===== config.mk =====
export PLATFORM = sky130hd
export DESIGN_NAME = cc_timer
export DESIGN_NICKNAME = d
export VERILOG_FILES = /design/src/rtl/cc_timer.sv
export SDC_FILE = /design/constraint.sdc
export NUM_CORES = 1
export LEC_CHECK = 0
export ABC_AREA = 1
export ABC_CLOCK_PERIOD_IN_PS = 2200
export BUFFER_PORTS_ARGS = -buffer_cell sky130_fd_sc_hd__clkbuf_2
export CAP_MARGIN = 0
export CORE_ASPECT_RATIO = 1.4
export CORE_MARGIN = 8
export CORE_UTILIZATION = 45
export DETAILED_ROUTE_END_ITERATION = 10
export PLACE_DENSITY_LB_ADDON = 0.12
export SYNTH_ARGS = -nofsm -noshare
export SYNTH_HDL_FRONTEND = slang
export SYNTH_SLANG_ARGS = --single-unit

===== constraint.sdc =====
create_clock -name clk -period 2.2 [get_ports clk]
set_input_delay 0.11 -clock clk [delete_from_list [all_inputs] [get_ports clk]]
set_output_delay 0.11 -clock clk [all_outputs]
set_load 0.05 [all_outputs]

===== src/rtl/cc_timer.sv =====
module cc_timer #(
  parameter int CNT_W   = 32,
  parameter int CAUSE_W = 32,
  parameter int TI_POS  = 30,
  parameter int DC_POS  = 27
) (
  input  logic               clk,
  input  logic               rst_n,
  input  logic               cfg_rev2,
  input  logic               tick_en,
  input  logic               cnt_we,
  input  logic [CNT_W-1:0]   cnt_wdata,
  input  logic               cmp_we,
  input  logic [CNT_W-1:0]   cmp_wdata,
  input  logic               cause_we,
  input  logic [CAUSE_W-1:0] cause_wdata,
  output logic [CNT_W-1:0]   count_o,
  output logic [CNT_W-1:0]   compare_o,
  output logic [CAUSE_W-1:0] cause_o,
  output logic               timer_irq
);
  localparam logic [CNT_W-1:0] ONE = 1;

  logic [CNT_W-1:0] count_q, compare_q, count_inc;
  logic irq_q, ti_q, dc_q, advance, hit;

  assign count_inc = count_q + ONE;
  assign advance   = tick_en & ~dc_q & ~cnt_we;
  assign hit       = advance & (count_inc == compare_q);

  always_ff @(posedge clk or negedge rst_n) begin
    if (!rst_n) begin
      count_q   <= '0;
      compare_q <= '0;
    end else begin
      if (cnt_we)       count_q <= cnt_wdata;
      else if (advance) count_q <= count_inc;
      if (cmp_we)       compare_q <= cmp_wdata;
    end
  end

  always_ff @(posedge clk or negedge rst_n) begin
    if (!rst_n) begin
      irq_q <= 1'b0;
      ti_q  <= 1'b0;
    end else if (cmp_we) begin
      irq_q <= 1'b0;
      ti_q  <= 1'b0;
    end else if (hit) begin
      irq_q <= 1'b1;
      ti_q  <= cfg_rev2;
    end
  end

  always_ff @(posedge clk or negedge rst_n) begin
    if (!rst_n)                  dc_q <= 1'b0;
    else if (cause_we && cfg_rev2) dc_q <= cause_wdata[DC_POS];
  end

  always_comb begin
    cause_o         = '0;
    cause_o[TI_POS] = ti_q;
    cause_o[DC_POS] = dc_q;
  end

  assign count_o   = count_q;
  assign compare_o = compare_q;
  assign timer_irq = irq_q;
endmodule


==> metrics.csv <==
metric;value;unit
Seq/Total Area, Yosys;35.8;%
drt total wl;16600;um
CTS tree;yes;
Final min period;2240;ps
Filler cells;919;
share of layout cells above drive strength 1;28.7;%
setup slack, reg-to-reg;-40;ps
clk sink count;67;
Detailed Place HPWL;12900;um
failing checks;hold timing, setup timing;
Top FF cell, synth;dfrtp_1;
post-synthesis average cell area;6.70;sq um
async set-reset flop share out of synthesis;100;%
Crit path required time;2480;ps
WL per Instance;15.5;um
NetSw;0.00185;W
standard-cell rows;44;
Critical Path Source Type;register;
setup slack after layout;-41.9;ps
slew margin rel.;56.7;%
Die Span Y;137;um
Synth area leaders;dfrtp_1 36%, nand2_1 22%, nand3_1 6.8%;
Worst Path Class, Setup;register to register;
num ports;200;
largest net degree at the start of global routing;34;
worst hold endpoint;compare_o[11];
CTS H-tree depth;3;
Sw Share;40.0;%
final RePlAce weighted congestion;0.924;
clock edge transition at the registers on the reported setup and hold paths;60;ps
final max-slew violation count;0;
number of flops mapped to enable cells by yosys;0;
commonest cells in the netlist;269 x nand2_1, 71 x inv_1, 67 x dfrtp_1;
HP Class;primary input to register;
vias;5230;
Layout area overhead;41.3;%
max cap viols;0;
Syn Inst Count;698;
Worst-Skew Late Latency;340;ps
DRT antenna net count;0;
Nets;1034;
CP arrival;2520;ps
FF+latch area;1680;sq um
CTS Root Cell;clkbuf_16;
Hold Path Origin;cmp_wdata[11];
Area after DPL;5820;sq um
reg2reg end;ti_q;
Core ar.;10200;sq um
diode count;0;
TritonRoute pass-1 iters;4;
CTS buffer count;9;
crit path from;count_o[1];
cell internal pwr;0.00278;W
Final setup viols;2;
Hold Crit Depth;3;
post-synth top area cell;dfrtp_1;
Mapped Area;4680;sq um
power density cells;700;nW/um^2
Netlist cell types;29;
Iter 0 DRT Violations;245;
multi-input combinational cell area;2600;sq um
# DRC;0;
critical path endpoint category;register;
Power Total;0.00462;W
DIE AREA;14000;sq um
VDD IR max;0.683;mV
DR vias/cell;4.87;
Finished Cell Area;6610;sq um
PortBufs;138;
DP Worst Slack;-42.1;ps
Synth top area share;35.8;%
synthesized flop and latch total;67;
Comb power frac;35.5;%
RSZ-0062 raised after global routing;true;
synthesis warning total;0;
dominant cell by count in the synthesized netlist;nand2_1;
Die Wd;102;um
fmax;0.446;GHz
initial core utilization;45.7;%
Sequential Power Share;32.9;%
Worst Skew;4.35;ps
number of global-route vias before repair;5282;
fin crit share;102;%
Global Route Usage Sum;23.9;%
reg2reg path depth;15;
final hold viol count;2;
Hold WS;-4.13;ps
initial antenna violation count;0;
run status;complete, but fails checks;
LEAKAGE;3.58;nW
first-pass GRT wire length;25600;um
Slew @ Worst Pin;649;ps
Clk pwr share;31.7;%
worst-path maximum fanout;4;
maximum clock insertion buffer count;2;
reg2reg start;count_o[1];
grt total ovfl;0;
==> metrics by stage <==
stage	util, %	TNS [ps]	std cells
3_5_place_dp	56.8	-68.1	1015
2_1_floorplan	-	0	727
6_report	64.6	-44.9	1073
4_1_cts	64.2	-0.713	1072
3_3_place_gp	56.8	0	1015
5_1_grt	64.6	-428	1073
==> cell type report <==
type / count / share of cell area [%]
multi-input cells: 536 / 39.4
clock buffers: 11 / 3.67
inverters: 75 / 4.26
repair buffers: 241 / 23.9
clock inverters: 5 / 0.795
flip-flops and latches: 67 / 25.4
well taps: 138 / 2.61
==> cells in the final DEF (no fill, tap or decap), types with 2 or more instances in the layout <==
master         count
dfrtp_2            4
xnor2_1            3
a21oi_1           12
clkinv_2           3
buf_4             63
inv_1             70
nand4_1            2
nand2_2           13
nand3b_1           2
nor2_8             3
inv_2              4
a221o_1           10
conb_1            30
o211ai_1          16
nor2_1            57
clkbuf_16          9
nand2_1          264
o21ai_0           29
nand2_4            4
nor2_2             5
a21oi_2            2
nand3_1           63
o21ai_1            2
dlygate4sd3_1     36
xor2_1             3
buf_6              3
xor3_1             2
nor2_4             9
dfrtp_1           63
clkbuf_2         137
==> state kept, by name, summed over array words and instances, names as in the netlist <==
signal	count
dc_q	1
timer_irq	1
ti_q	1
count_o	32
compare_o	32
==> critical path, cell delays in order, from the launching register on <==
cell and delay (ps):
dfrtp_2 440, buf_6 130, buf_4 130, nand3_1 180
nor2_1 110, nand2_1 120, nand2_1 80, nand3_1 70
nand2_1 80, nor2_1 220, nand3_1 150, nor2_2 200
nand3_4 100, nand2_2 80, inv_2 30, nor2_1 70
==> worst max-delay path by stage <==
stage / end / slack (ps) / cells past startpoint
2_1_floorplan: ti_q / 4 / 15
4_1_cts: ti_q / -0.7 / 17
6_report: ti_q / -40 / 15
5_1_grt: ti_q / -210 / 17
3_5_place_dp: ti_q / -40 / 17
3_3_place_gp: ti_q / 4 / 17
==> power groups by stage <==
stage	Combinational (W)	Sequential [W]	Clock (W)
after floorplan	0.000649	0.00195	0
after global placement	0.00152	0.00153	0
final	0.00164	0.00152	0.00146
after global routing	0.00177	0.00154	0.00151
after CTS	0.00163	0.00152	0.00147
after detailed placement	0.00154	0.00153	0
==> kinds of logic (layout without fill, tap and decap cells) <==
logic type / after synthesis / after routing / share of synthesized area, %
other: 1 / 30 / 0.0802
AND/OR/NAND/NOR: 424 / 424 / 39.2
flip-flops: 67 / 67 / 35.8
AO/OA/AOI/OAI: 73 / 73 / 9.79
buffers and inverters: 124 / 332 / 12.7
XOR/XNOR: 8 / 8 / 2.14
adder cells (fa/ha/maj): 1 / 1 / 0.267
==> metal layers <==
metal  track usage (%)  vias to the layer above  part of all wire (%)  wire length [um]
li1                  -                     2607                     -                 -
met5                 0                        -                     0                 0
met2              44.0                      167                    54              8910
met1              25.1                     2419                    37              6190
met3              4.23                       37                   5.8               960
met4              12.0                        0                   3.3               541
==> repair_timing <==
item	in CTS	in global routing
buffers inserted	5	1
setup endpoints to repair	2	3
hold buffers	36	0
pin swaps	11	10
gates resized for setup	17	9
cloned	0	0
hold endpoints to repair	49	0
Note: power is estimated with default switching activity, not from simulation.
